<file path="config.mk">
export PLATFORM = sky130hd
export DESIGN_NAME = dadj_unit
export DESIGN_NICKNAME = d
export VERILOG_FILES = /design/src/rtl/dadj_pkg.sv /design/src/rtl/dadj_packed.sv /design/src/rtl/dadj_unpacked.sv /design/src/rtl/dadj_base.sv /design/src/rtl/dadj_unit.sv
export SDC_FILE = /design/constraint.sdc
export NUM_CORES = 1
export LEC_CHECK = 0
export CAP_MARGIN = 20
export CELL_PAD_IN_SITES_DETAIL_PLACEMENT = 0
export CELL_PAD_IN_SITES_GLOBAL_PLACEMENT = 1
export CORE_MARGIN = 3
export CORE_UTILIZATION = 44
export DETAILED_ROUTE_END_ITERATION = 10
export GPL_ROUTABILITY_DRIVEN = 1
export PLACE_DENSITY_LB_ADDON = 0.1
export SETUP_SLACK_MARGIN = 0.3
export SLEW_MARGIN = 20
export SYNTH_ARGS = -nofsm -noshare
export SYNTH_HDL_FRONTEND = slang
export SYNTH_SLANG_ARGS = --single-unit
</file>
<file path="constraint.sdc">
create_clock -name clk -period 0.8 [get_ports clk]
set_input_delay 0.08 -clock clk [delete_from_list [all_inputs] [get_ports clk]]
set_output_delay 0.08 -clock clk [all_outputs]
set_load 0.01 [all_outputs]
</file>
<file path="src/rtl/dadj_pkg.sv">
package dadj_pkg;

    localparam int BYTE_W = 8;
    localparam int NIB_W  = BYTE_W / 2;
    localparam int OP_W   = 3;

    typedef enum logic [OP_W-1:0] {
        OP_PADD  = 3'd0,
        OP_PSUB  = 3'd1,
        OP_UADD  = 3'd2,
        OP_USUB  = 3'd3,
        OP_SPLIT = 3'd4,
        OP_JOIN  = 3'd5
    } dadj_op_e;

    typedef struct packed {
        logic [BYTE_W-1:0] lo;
        logic [BYTE_W-1:0] hi;
        logic              cf;
        logic              af;
        logic              zf;
        logic              pf;
        logic              sf;
        logic              fault;
    } dadj_res_t;

endpackage

</file>
<file path="src/rtl/dadj_packed.sv">
module dadj_packed
    import dadj_pkg::*;
(
    input  logic              sub_i,
    input  logic [BYTE_W-1:0] lo_i,
    input  logic              cf_i,
    input  logic              af_i,
    output logic [BYTE_W-1:0] lo_o,
    output logic              cf_o,
    output logic              af_o
);
    localparam logic [BYTE_W-1:0] LOW_FIX  = BYTE_W'(6);
    localparam logic [BYTE_W-1:0] HIGH_FIX = BYTE_W'(8'h60);
    localparam logic [BYTE_W-1:0] HIGH_LIM = BYTE_W'(8'h99);
    localparam logic [NIB_W-1:0]  NIB_LIM  = NIB_W'(9);

    logic              low_fix;
    logic              high_fix;
    logic [BYTE_W-1:0] step1;

    always_comb begin
        low_fix  = (lo_i[NIB_W-1:0] > NIB_LIM) || af_i;
        high_fix = (lo_i > HIGH_LIM) || cf_i;
        if (low_fix) begin
            step1 = sub_i ? (lo_i - LOW_FIX) : (lo_i + LOW_FIX);
        end else begin
            step1 = lo_i;
        end
        if (high_fix) begin
            lo_o = sub_i ? (step1 - HIGH_FIX) : (step1 + HIGH_FIX);
        end else begin
            lo_o = step1;
        end
        af_o = low_fix;
        // a subtract whose low step borrows past zero also borrows out
        cf_o = high_fix || (sub_i && low_fix && (lo_i < LOW_FIX));
    end
endmodule

</file>
<file path="src/rtl/dadj_unpacked.sv">
module dadj_unpacked
    import dadj_pkg::*;
(
    input  logic              sub_i,
    input  logic [BYTE_W-1:0] lo_i,
    input  logic [BYTE_W-1:0] hi_i,
    input  logic              af_i,
    output logic [BYTE_W-1:0] lo_o,
    output logic [BYTE_W-1:0] hi_o,
    output logic              adj_o
);
    localparam logic [BYTE_W-1:0] LOW_FIX = BYTE_W'(6);
    localparam logic [BYTE_W-1:0] WRAP_UP = BYTE_W'(8'hF9);
    localparam logic [NIB_W-1:0]  NIB_LIM = NIB_W'(9);

    logic              adj;
    logic              extra;
    logic [BYTE_W-1:0] lo_fix;

    always_comb begin
        adj    = (lo_i[NIB_W-1:0] > NIB_LIM) || af_i;
        extra  = sub_i ? (lo_i < LOW_FIX) : (lo_i > WRAP_UP);
        lo_fix = sub_i ? (lo_i - LOW_FIX) : (lo_i + LOW_FIX);
        if (adj) begin
            lo_o = {{(BYTE_W-NIB_W){1'b0}}, lo_fix[NIB_W-1:0]};
            if (sub_i) begin
                hi_o = hi_i - BYTE_W'(1) - {{(BYTE_W-1){1'b0}}, extra};
            end else begin
                hi_o = hi_i + BYTE_W'(1) + {{(BYTE_W-1){1'b0}}, extra};
            end
        end else begin
            lo_o = {{(BYTE_W-NIB_W){1'b0}}, lo_i[NIB_W-1:0]};
            hi_o = hi_i;
        end
        adj_o = adj;
    end
endmodule

</file>
<file path="src/rtl/dadj_base.sv">
module dadj_base
    import dadj_pkg::*;
(
    input  logic              join_i,
    input  logic [BYTE_W-1:0] lo_i,
    input  logic [BYTE_W-1:0] hi_i,
    input  logic [BYTE_W-1:0] base_i,
    output logic [BYTE_W-1:0] lo_o,
    output logic [BYTE_W-1:0] hi_o,
    output logic              fault_o
);
    logic              zero_base;
    logic [BYTE_W-1:0] divisor;
    logic [BYTE_W-1:0] quot;
    logic [BYTE_W-1:0] rem;
    logic [BYTE_W-1:0] joined;

    always_comb begin
        zero_base = (base_i == '0);
        // a safe divisor keeps the divider defined; the result is discarded on fault
        divisor   = zero_base ? BYTE_W'(1) : base_i;
        quot      = lo_i / divisor;
        rem       = lo_i % divisor;
        joined    = hi_i * base_i + lo_i;
        if (join_i) begin
            lo_o    = joined;
            hi_o    = '0;
            fault_o = 1'b0;
        end else if (zero_base) begin
            lo_o    = lo_i;
            hi_o    = hi_i;
            fault_o = 1'b1;
        end else begin
            lo_o    = rem;
            hi_o    = quot;
            fault_o = 1'b0;
        end
    end
endmodule

</file>
<file path="src/rtl/dadj_unit.sv">
module dadj_unit
    import dadj_pkg::*;
(
    input  logic              clk,
    input  logic              rst_n,
    input  logic [OP_W-1:0]   op_i,
    input  logic [BYTE_W-1:0] lo_i,
    input  logic [BYTE_W-1:0] hi_i,
    input  logic              cf_i,
    input  logic              af_i,
    input  logic [BYTE_W-1:0] base_i,
    output logic [BYTE_W-1:0] lo_o,
    output logic [BYTE_W-1:0] hi_o,
    output logic              cf_o,
    output logic              af_o,
    output logic              zf_o,
    output logic              pf_o,
    output logic              sf_o,
    output logic              div_fault_o
);
    logic [BYTE_W-1:0] pk_lo;
    logic              pk_cf;
    logic              pk_af;
    logic [BYTE_W-1:0] up_lo;
    logic [BYTE_W-1:0] up_hi;
    logic              up_adj;
    logic [BYTE_W-1:0] bs_lo;
    logic [BYTE_W-1:0] bs_hi;
    logic              bs_fault;

    dadj_res_t res_d;
    dadj_res_t res_q;

    dadj_packed u_packed (
        .sub_i (op_i == OP_PSUB),
        .lo_i  (lo_i),
        .cf_i  (cf_i),
        .af_i  (af_i),
        .lo_o  (pk_lo),
        .cf_o  (pk_cf),
        .af_o  (pk_af)
    );

    dadj_unpacked u_unpacked (
        .sub_i (op_i == OP_USUB),
        .lo_i  (lo_i),
        .hi_i  (hi_i),
        .af_i  (af_i),
        .lo_o  (up_lo),
        .hi_o  (up_hi),
        .adj_o (up_adj)
    );

    dadj_base u_base (
        .join_i  (op_i == OP_JOIN),
        .lo_i    (lo_i),
        .hi_i    (hi_i),
        .base_i  (base_i),
        .lo_o    (bs_lo),
        .hi_o    (bs_hi),
        .fault_o (bs_fault)
    );

    always_comb begin
        res_d       = '0;
        res_d.lo    = lo_i;
        res_d.hi    = hi_i;
        res_d.cf    = cf_i;
        res_d.af    = af_i;
        case (op_i)
            OP_PADD, OP_PSUB: begin
                res_d.lo = pk_lo;
                res_d.cf = pk_cf;
                res_d.af = pk_af;
            end
            OP_UADD, OP_USUB: begin
                res_d.lo = up_lo;
                res_d.hi = up_hi;
                res_d.cf = up_adj;
                res_d.af = up_adj;
            end
            OP_SPLIT: begin
                res_d.lo    = bs_lo;
                res_d.hi    = bs_hi;
                res_d.cf    = 1'b0;
                res_d.af    = 1'b0;
                res_d.fault = bs_fault;
            end
            OP_JOIN: begin
                res_d.lo = bs_lo;
                res_d.hi = bs_hi;
                res_d.cf = 1'b0;
                res_d.af = 1'b0;
            end
            default: ;
        endcase
        res_d.zf = (res_d.lo == '0);
        res_d.pf = ~^res_d.lo;
        res_d.sf = res_d.lo[BYTE_W-1];
    end

    always_ff @(posedge clk or negedge rst_n) begin
        if (!rst_n) begin
            res_q <= '0;
        end else begin
            res_q <= res_d;
        end
    end

    assign lo_o        = res_q.lo;
    assign hi_o        = res_q.hi;
    assign cf_o        = res_q.cf;
    assign af_o        = res_q.af;
    assign zf_o        = res_q.zf;
    assign pf_o        = res_q.pf;
    assign sf_o        = res_q.sf;
    assign div_fault_o = res_q.fault;


    fault_cause_chk: assert property (@(posedge clk) disable iff (!rst_n)
        div_fault_o |-> ($past(op_i) == OP_SPLIT) && ($past(base_i) == '0));


    unpacked_nibble_chk: assert property (@(posedge clk) disable iff (!rst_n)
        ($past(rst_n) && (($past(op_i) == OP_UADD) || ($past(op_i) == OP_USUB)))
        |-> (lo_o[BYTE_W-1:NIB_W] == '0));


    unpacked_flags_equal_chk: assert property (@(posedge clk) disable iff (!rst_n)
        ($past(rst_n) && (($past(op_i) == OP_UADD) || ($past(op_i) == OP_USUB)))
        |-> (cf_o == af_o));


    packed_high_keep_chk: assert property (@(posedge clk) disable iff (!rst_n)
        ($past(rst_n) && (($past(op_i) == OP_PADD) || ($past(op_i) == OP_PSUB)))
        |-> (hi_o == $past(hi_i)));


    join_high_clear_chk: assert property (@(posedge clk) disable iff (!rst_n)
        ($past(rst_n) && ($past(op_i) == OP_JOIN)) |-> (hi_o == '0));


    parity_flag_chk: assert property (@(posedge clk) disable iff (!rst_n)
        $past(rst_n) |-> (pf_o == ~^lo_o));


    base_flags_clear_chk: assert property (@(posedge clk) disable iff (!rst_n)
        ($past(rst_n) && (($past(op_i) == OP_SPLIT) || ($past(op_i) == OP_JOIN)))
        |-> (!cf_o && !af_o));
endmodule

</file>
* After elaboration in Yosys (flattened, before gate mapping)
Index checks and enable logic that the tools add are counted.
** Operators by class
- Add/subtract/negate cells :: 9
- $mul :: 1
- Div/mod/pow operators :: 2
- Magnitude comparators :: 4
- Eq/ne operators :: 5
- Shift-type cells :: 0
- Muxes and demuxes :: 20
- Bitwise gates (word level) :: 0
- Reduce and logical (&&, ||, !) cells :: 12
** Operator list (number)
- $mux 8 :: 11
- $pmux 8 s3 :: 1
- $gt 8x8->1 const B :: 2
- $logic_not 8->1 :: 2
- $pmux 8 s2 :: 1
- $add 8x1->8 :: 1
- $add 8x1->8 const B :: 1
- $add 8x3->8 const B :: 1
- $add 8x7->8 const B :: 1
- $add 8x8->8 :: 1
- $div 8x8->8 :: 1
- $lt 8x3->1 const B :: 1
- $mod 8x8->8 :: 1
- $mul 8x8->8 :: 1
- $mux 4 :: 2
- $reduce_xnor 8->1 :: 1
- $sub 8x1->8 :: 1
- $sub 8x1->8 const B :: 1
- $sub 8x3->8 const B :: 1
- $sub 8x7->8 const B :: 1
- $eq 3x2->1 const B :: 2
- $eq 3x3->1 const B :: 2
- $pmux 2 s3 :: 1
- $reduce_or 2->1 :: 3
- other kinds (6) :: 12
** Word-level totals
- Register bits :: 22
- Latch bits :: 0
- Bits in writable memories :: 0
- ROM bits :: 0
- Input port bits :: 31
- Output and inout port bits :: 22
- Word-level logic and storage cells :: 61
- Memories :: 0

* Longest topological paths before layout
Gate-level depths: netlist of the first run.
- Depth after elaboration :: 8
- Mapped depth :: 56

* Hierarchy
Synthesis of the first run repeated with hierarchy kept, for this count alone.
** Second synthesis, totals
- Cells, all modules :: 701
- Area, all modules :: 5476.5 µm²
** By module, submodules not included
- dadj_base :: times used 1, cells an instance 479, area an instance 3479.6 µm²
- dadj_unit :: times used 1, cells an instance 110, area an instance 1189.9 µm²
- dadj_unpacked :: times used 1, cells an instance 66, area an instance 465.4 µm²
- dadj_packed :: times used 1, cells an instance 46, area an instance 341.6 µm²

* Worst setup path before layout of the first run
OpenSTA, ideal clock, no wires.
- Path kind :: input to register
- Start :: in base_i[7]
- End :: reg res_q (netlist bit pf_o)
- Library setup time :: 0.080 ns
- Arrival time :: 11.801 ns
- Data required time :: 0.720 ns
- Setup slack :: -11.081 ns
- Stages on the path :: 54
- Path buffers :: 3
- Cells stage by stage :: buf_6 nor4_4 clkbuf_1 nand2_1 and2_1 ha_1 o21a_1 or3_1 a31oi_1 ha_1 nor4bb_1 nand2_1 a311oi_1 o2bb2ai_1 ha_1 nand2_1 or3_1 a21o_1 (+18 left out) ha_1 a21oi_1 nor2_1 o21a_1 o311a_1 or4_1 o31a_1 o31ai_2 inv_1 ha_1 and4_1 a211oi_1 a21o_1 mux2_2 o221a_2 ha_1 xnor2_1 xnor2_1
** RTL lines
- start, declared :: RTL line dadj_unit.sv:11 : input logic [BYTE_W-1:0] base_i,
- end signal, assigned :: RTL line dadj_unit.sv:106 : res_q <= res_d;
- end, declared :: RTL line dadj_unit.sv:32 : dadj_res_t res_q;

==> impl_metrics.json, run 1 <==
{
  "critPathBufInv": 9,
  "numClockSinks": 21,
  "crit_family": "compound AO/OA/AOI/OAI gates",
  "max_stage_delay_ns": 0.44,
  "drc": 0,
  "holdWs_ns": 0.173,
  "drtAntennaViolNets": 0,
  "hold_path.class": "in -> async",
  "synthFlopType": "dfrtp_1",
  "routabilityCongestion": 1.00,
  "cp-start-kind": "input port",
  "cts_hold_buf": 0,
  "path_max_fanout": 6,
  "yosys_register_bits": 21,
  "coreArea_um2": 11600,
  "dieHeight_um": 116,
  "antenna_found_initial": 0,
  "hpwl_um": 17200,
  "fill_cells": 732,
  "synth_edf_count": 0,
  "seq_area_frac_synth_pct": 9.90,
  "powerDensity_nw_per_um2": 1380,
  "vias_per_cell": 6.04,
  "hold_viol_final": 0,
  "final_cell_mix": "buf_4 (273), inv_1 (64), nand2_1 (64), buf_6 (56), nor2_1 (48)",
  "cp.arrival_ns": 10.99,
  "critPathKind": "in -> reg",
  "die_area_um2": 13400,
  "critPathSlowestCell": "a2111oi_1",
  "synthTopCellsByArea": "ha_1 (15%), dfrtp_1 (9.9%), fa_1 (7.5%), xnor2_1 (5.4%), nand2_1 (5.1%)",
  "finalSetupTns_ns": -134.68,
  "violations": "negative setup slack",
  "io-pin-count": 53,
  "die_w_um": 116,
  "vias": 7203,
  "worst_pin_slew_ns": 0.505,
  "fin_nets": 1163,
  "grt_setup_unrepaired": "yes",
  "clock_path_buffers": 2,
  "synth_top_area_share_pct": 14.6,
  "layout_commonest_cell": "buf_4",
  "syn_avg_cell_area_um2": 7.56,
  "slew_headroom_pct": 66.0,
  "dp.cells": 1110,
  "setup_viol_count_final": 43,
  "cts-buffers-inserted": 3,
  "grt_usage_pct": 33.3,
  "drt-total-wl_um": 24300,
  "worstPathRequired_ns": 0.98,
  "clk_pin_slew_ns": 0.05,
  "grt_max_degree": 22,
  "dr.pass1.iters": 5,
  "syn_area_um2": 5310,
  "ir_drop_v": 0.00101,
  "final_cells": 1192,
  "ctsHtreeMaxLevel": 1,
  "grt_pass1_wl_um": 35600,
  "drive_above_1_share_pct": 49.9,
  "antennaDiodeCount": 0,
  "period_share_pct": 1350,
  "power_mw": 13.0,
  "portBuffers": 52,
  "routedWlPerCell_um": 20.4,
  "stdcell_area_um2": 9420,
  "fmax_mhz": 92.4,
  "first_global_vias": 7050,
  "ys_types": 87,
  "area.sequential_um2": 526,
  "min_period_ns": 10.82,
  "synth_largest_area_cell": "ha_1",
  "cts_tree": "yes",
  "slew_violations": 0,
  "cts-root-buf": "clkbuf_16",
  "crit_path_frequent_cell": "buf_4",
  "status": "finished with violations",
  "syn_to_final_growth_pct": 77.5,
  "multiInputGateArea_um2": 5300,
  "rows": 39,
  "async_flop_share_pct": 100,
  "drtIter0Drc": 689,
  "placed_area_um2": 7990,
  "syn-num-nets": 815,
  "cp-end-kind": "register",
  "ys_warn_count": 0,
  "critical_path_depth": 55,
  "grt_overflow": 0,
  "postLayoutSetupSlackWorst_ns": -10.02,
  "p_leak_nw": 4.45,
  "maxCapViolCount": 0,
  "netlist_instances": 702,
  "initial_utilization_pct": 45.7
}
-- stage by stage --
step,utilization (%),setup WS (ns)
2_1_floorplan,-,-9.88
3_3_place_gp,68.8,-10.52
3_5_place_dp,68.8,-10.78
4_1_cts,75.4,-9.66
5_1_grt,81.1,-10.33
6_report,81.1,-10.02
-- registers in the layout (all words and copies together), names as in the netlist --
| register | flops |
|---|---|
| zf_o | 1 |
| lo_o | 8 |
| div_fault_o | 1 |
| af_o | 1 |
| cf_o | 1 |
| hi_o | 8 |
| pf_o | 1 |
-- layer usage --
layer	part of all wire, %	GRT usage (%)	vias up
met4	6.0	16.2	0
met5	0	0	-
met2	49	57.9	407
li1	-	-	3249
met1	38	41.0	3410
met3	7.2	3.45	137
-- report_power, final --
group          total, mW  switching [mW]  internal [mW]  leakage (nW)
clock network       1.04           0.371          0.671        0.0409
registers           1.27          0.0444           1.23         0.265
logic               10.7            5.20           5.46          4.14
-- worst paths after layout --
check                           from     endpoint  slack [ns]
min                            rst_n      hi_o[4]        0.17
min in group clk             op_i[0]  div_fault_o        0.26
max                        base_i[5]         pf_o      -10.02
max in group asynchronous      rst_n      lo_o[5]        0.50
-- logic make-up after synthesis --
logic type                 synth area share (%)
AOI/OAI and AO/OA                          28.9
xor gates and xnor gates                   6.27
DFF                                        9.90
adders and majority gates                  22.2
muxes                                      2.36
buffers and inverters                      8.04
and+or+nand+nor                            22.4
-- timing repair --
action / 4_1_cts / 5_1_grt
pin swaps: 57 / 51
setup endpoints to repair: 43 / 43
gates resized for setup: 236 / 97
buffers inserted: 42 / 36
-- final cells by class --
cell class,count,share of cell area [%]
clock buffer,3,0.797
sequential,21,5.58
multi-input combinational,577,56.3
inverter,71,2.94
timing repair buffer,376,32.5
tap,143,1.90
clock inverter,1,0.0531
-- cells in the mapped netlist (all sizes together), types with 5 or more instances --
master / count
a22o: 6
nand3: 14
xor2: 5
o22ai: 8
o21ai: 32
mux2i: 8
dfrtp: 21
nor4: 8
and4: 5
nand4: 6
nor3: 24
xnor2: 33
nor2: 54
and3: 9
nand2: 72
clkbuf: 24
buf: 8
a31oi: 12
nor2b: 7
and2: 6
fa: 20
a21o: 10
o21a: 15
a21oi: 46
inv: 70
or3: 9
ha: 62
a211oi: 11
or2: 6
o211ai: 6
No activity file was read; power rests on OpenSTA's default activity.
==> run 2: changes to the inputs <==
--- a/config.mk
+++ b/config.mk
@@ -10,9 +10,10 @@
 export CELL_PAD_IN_SITES_GLOBAL_PLACEMENT = 1
 export CORE_MARGIN = 3
-export CORE_UTILIZATION = 44
+export CORE_UTILIZATION = 45
+export CTS_BUF_LIST = sky130_fd_sc_hd__clkbuf_2
 export DETAILED_ROUTE_END_ITERATION = 10
 export GPL_ROUTABILITY_DRIVEN = 1
 export PLACE_DENSITY_LB_ADDON = 0.1
-export SETUP_SLACK_MARGIN = 0.3
+export SETUP_SLACK_MARGIN = 0.05
 export SLEW_MARGIN = 20
 export SYNTH_ARGS = -nofsm -noshare
==> constraint.sdc (replaced) <==
create_clock -name clk -period 0.8 [get_ports clk]
set_input_delay 0.08 -clock clk [delete_from_list [all_inputs] [get_ports clk]]
set_output_delay 0.08 -clock clk [all_outputs]
set_load 0.005 [all_outputs]
==> run 2 against run 1 <==
  * Via count shrank 0.86%
  * Final area fell by 2.6%
  * Core utilization decreased by 1.1 points
  * Combinational power is 5% lower
  * Sequential share of layout area rose by 0.15 points
  * Worst setup slack better by 0.15 ns
  * Worst hold slack worse by 0.11 ns
  * Sequential power barely moved
  * The flow still finishes with violations (negative setup slack)
  * Critical path type unchanged
  * Critical endpoint unchanged
  * Die area decreased by 2.1%
  * Non-clock buffer count fell by 15
==> impl_metrics.json, run 2 (synthesis results as in run 1) <==
{
  "routedWlPerCell_um": 20.5,
  "vias": 7141,
  "postLayoutSetupSlackWorst_ns": -9.87,
  "drt-total-wl_um": 24200,
  "internal_power_mw": 6.50,
  "clk_pin_slew_ns": 0.19,
  "worst_pin_slew_ns": 0.454,
  "initial_utilization_pct": 46.3,
  "grt_usage_pct": 33.9,
  "max_stage_delay_ns": 0.49,
  "critPathKind": "in -> reg",
  "io-pin-count": 53,
  "fmax_mhz": 93.8,
  "maxCapViolCount": 0,
  "powerDensity_nw_per_um2": 1290,
  "fill_cells": 712,
  "setup_viol_count_final": 43,
  "ctsHtreeMaxLevel": 1,
  "critPathSlowestCell": "or4_1",
  "grt_overflow": 0,
  "syn_to_final_growth_pct": 72.8,
  "coreArea_um2": 11500,
  "placed_area_um2": 7940,
  "drive_above_1_share_pct": 47.3,
  "power.switching_mw": 5.38,
  "clock_path_buffers": 2,
  "p_seq_share_pct": 10.6,
  "dieHeight_um": 115,
  "first_global_vias": 6995,
  "hold_viol_final": 0,
  "drc": 0,
  "dr.pass1.iters": 7,
  "cts_tree": "yes",
  "cp-end-kind": "register",
  "die_w_um": 115,
  "numClockSinks": 21,
  "worstPathRequired_ns": 1.07,
  "stdcell_area_um2": 9170,
  "drtAntennaViolNets": 0,
  "cts-root-buf": "clkbuf_2",
  "antenna_found_initial": 0,
  "vias_per_cell": 6.07,
  "path_max_fanout": 6,
  "grt_setup_unrepaired": "yes",
  "holdWs_ns": 0.0664,
  "layout_commonest_cell": "buf_4",
  "ir_drop_v": 0.00131,
  "grt_pass1_wl_um": 35700,
  "swShare_pct": 45.3,
  "min_period_ns": 10.67,
  "p_comb_share_pct": 85.7,
  "status": "finished with violations",
  "hpwl_um": 17500,
  "final_cell_mix": "buf_4 (269), inv_1 (67), nand2_1 (65), nor2_1 (49), ha_1 (42)",
  "antennaDiodeCount": 0,
  "slew_headroom_pct": 69.4,
  "routabilityCongestion": 0.994,
  "cp.arrival_ns": 10.93,
  "die_area_um2": 13100,
  "grt_max_degree": 22,
  "period_share_pct": 1330,
  "rows": 39,
  "p_leak_nw": 4.34,
  "clockPowerShare_pct": 3.7,
  "utilization_pct": 80.0,
  "cts-buffers-inserted": 3,
  "cp-start-kind": "input port",
  "fin_nets": 1148,
  "portBuffers": 52,
  "drtIter0Drc": 512,
  "violations": "negative setup slack",
  "hold_path.class": "in -> async",
  "finalSetupTns_ns": -135.40,
  "slew_violations": 0
}
## run 2: power by group through the flow
stage               clock network (mW)  registers, mW  logic, mW
floorplan                            0           1.31       4.68
global placement                     0           1.29       8.16
detailed placement                   0           1.29       8.38
CTS                              0.440           1.26       9.13
global route                     0.470           1.27       10.9
finish                           0.435           1.26       10.2
## run 2: final timing paths
| kind | start | to | slack, ns | cells after the start |
|---|---|---|---|---|
| worst max-delay path | base_i[4] | pf_o | -9.87 | 56 |
| worst min-delay path | rst_n | hi_o[5] | 0.07 | 2 |
| max in group asynchronous | rst_n | div_fault_o | 0.61 | 2 |
| min in group clk | op_i[2] | div_fault_o | 0.36 | 4 |
## run 2: timing repair
item	4_1_cts	5_1_grt
buffers inserted	57	34
pin swaps	63	61
hold buffers	0	0
resized for setup	213	94
setup endpoints to repair	43	43
## run 2: final cells by class
type	instances	area (um2)	share of cell area [%]
Clock inverter	1	5.00	0.0546
Timing Repair Buffer	361	2920	31.8
Inverter	71	267	2.91
Sequential cell	21	526	5.73
Tap cell	143	179	1.95
Multi-Input combinational cell	577	5260	57.4
Clock buffer	3	15.0	0.164
## run 2: layer usage
layer | wire length (um) | vias to the layer above | GRT usage (%)
met5 | 0 | - | 0
met4 | 1470 | 0 | 16.5
met3 | 2230 | 124 | 3.38
met2 | 11300 | 478 | 57.9
met1 | 9140 | 3318 | 42.5
li1 | - | 3221 | -
## run 2: critical path: cells and delay by family
kind | cells | cell delay, ns
AOI/OAI and AO/OA | 24 | 4.29
xor gates and xnor gates | 2 | 0.32
adders and majority gates | 8 | 2.21
buffers and inverters | 9 | 1.33
muxes | 1 | 0.22
and+or+nand+nor | 12 | 2.44
## run 2: metrics by stage
| step | instances | power [mW] | setup slack [ns] |
|---|---|---|---|
| 2_1_floorplan | 702 | 6.00 | -9.88 |
| 3_3_place_gp | 1105 | 9.45 | -10.33 |
| 3_5_place_dp | 1105 | 9.67 | -10.62 |
| 4_1_cts | 1164 | 10.8 | -9.51 |
| 5_1_grt | 1177 | 12.6 | -10.27 |
| 6_report | 1177 | 11.9 | -9.87 |
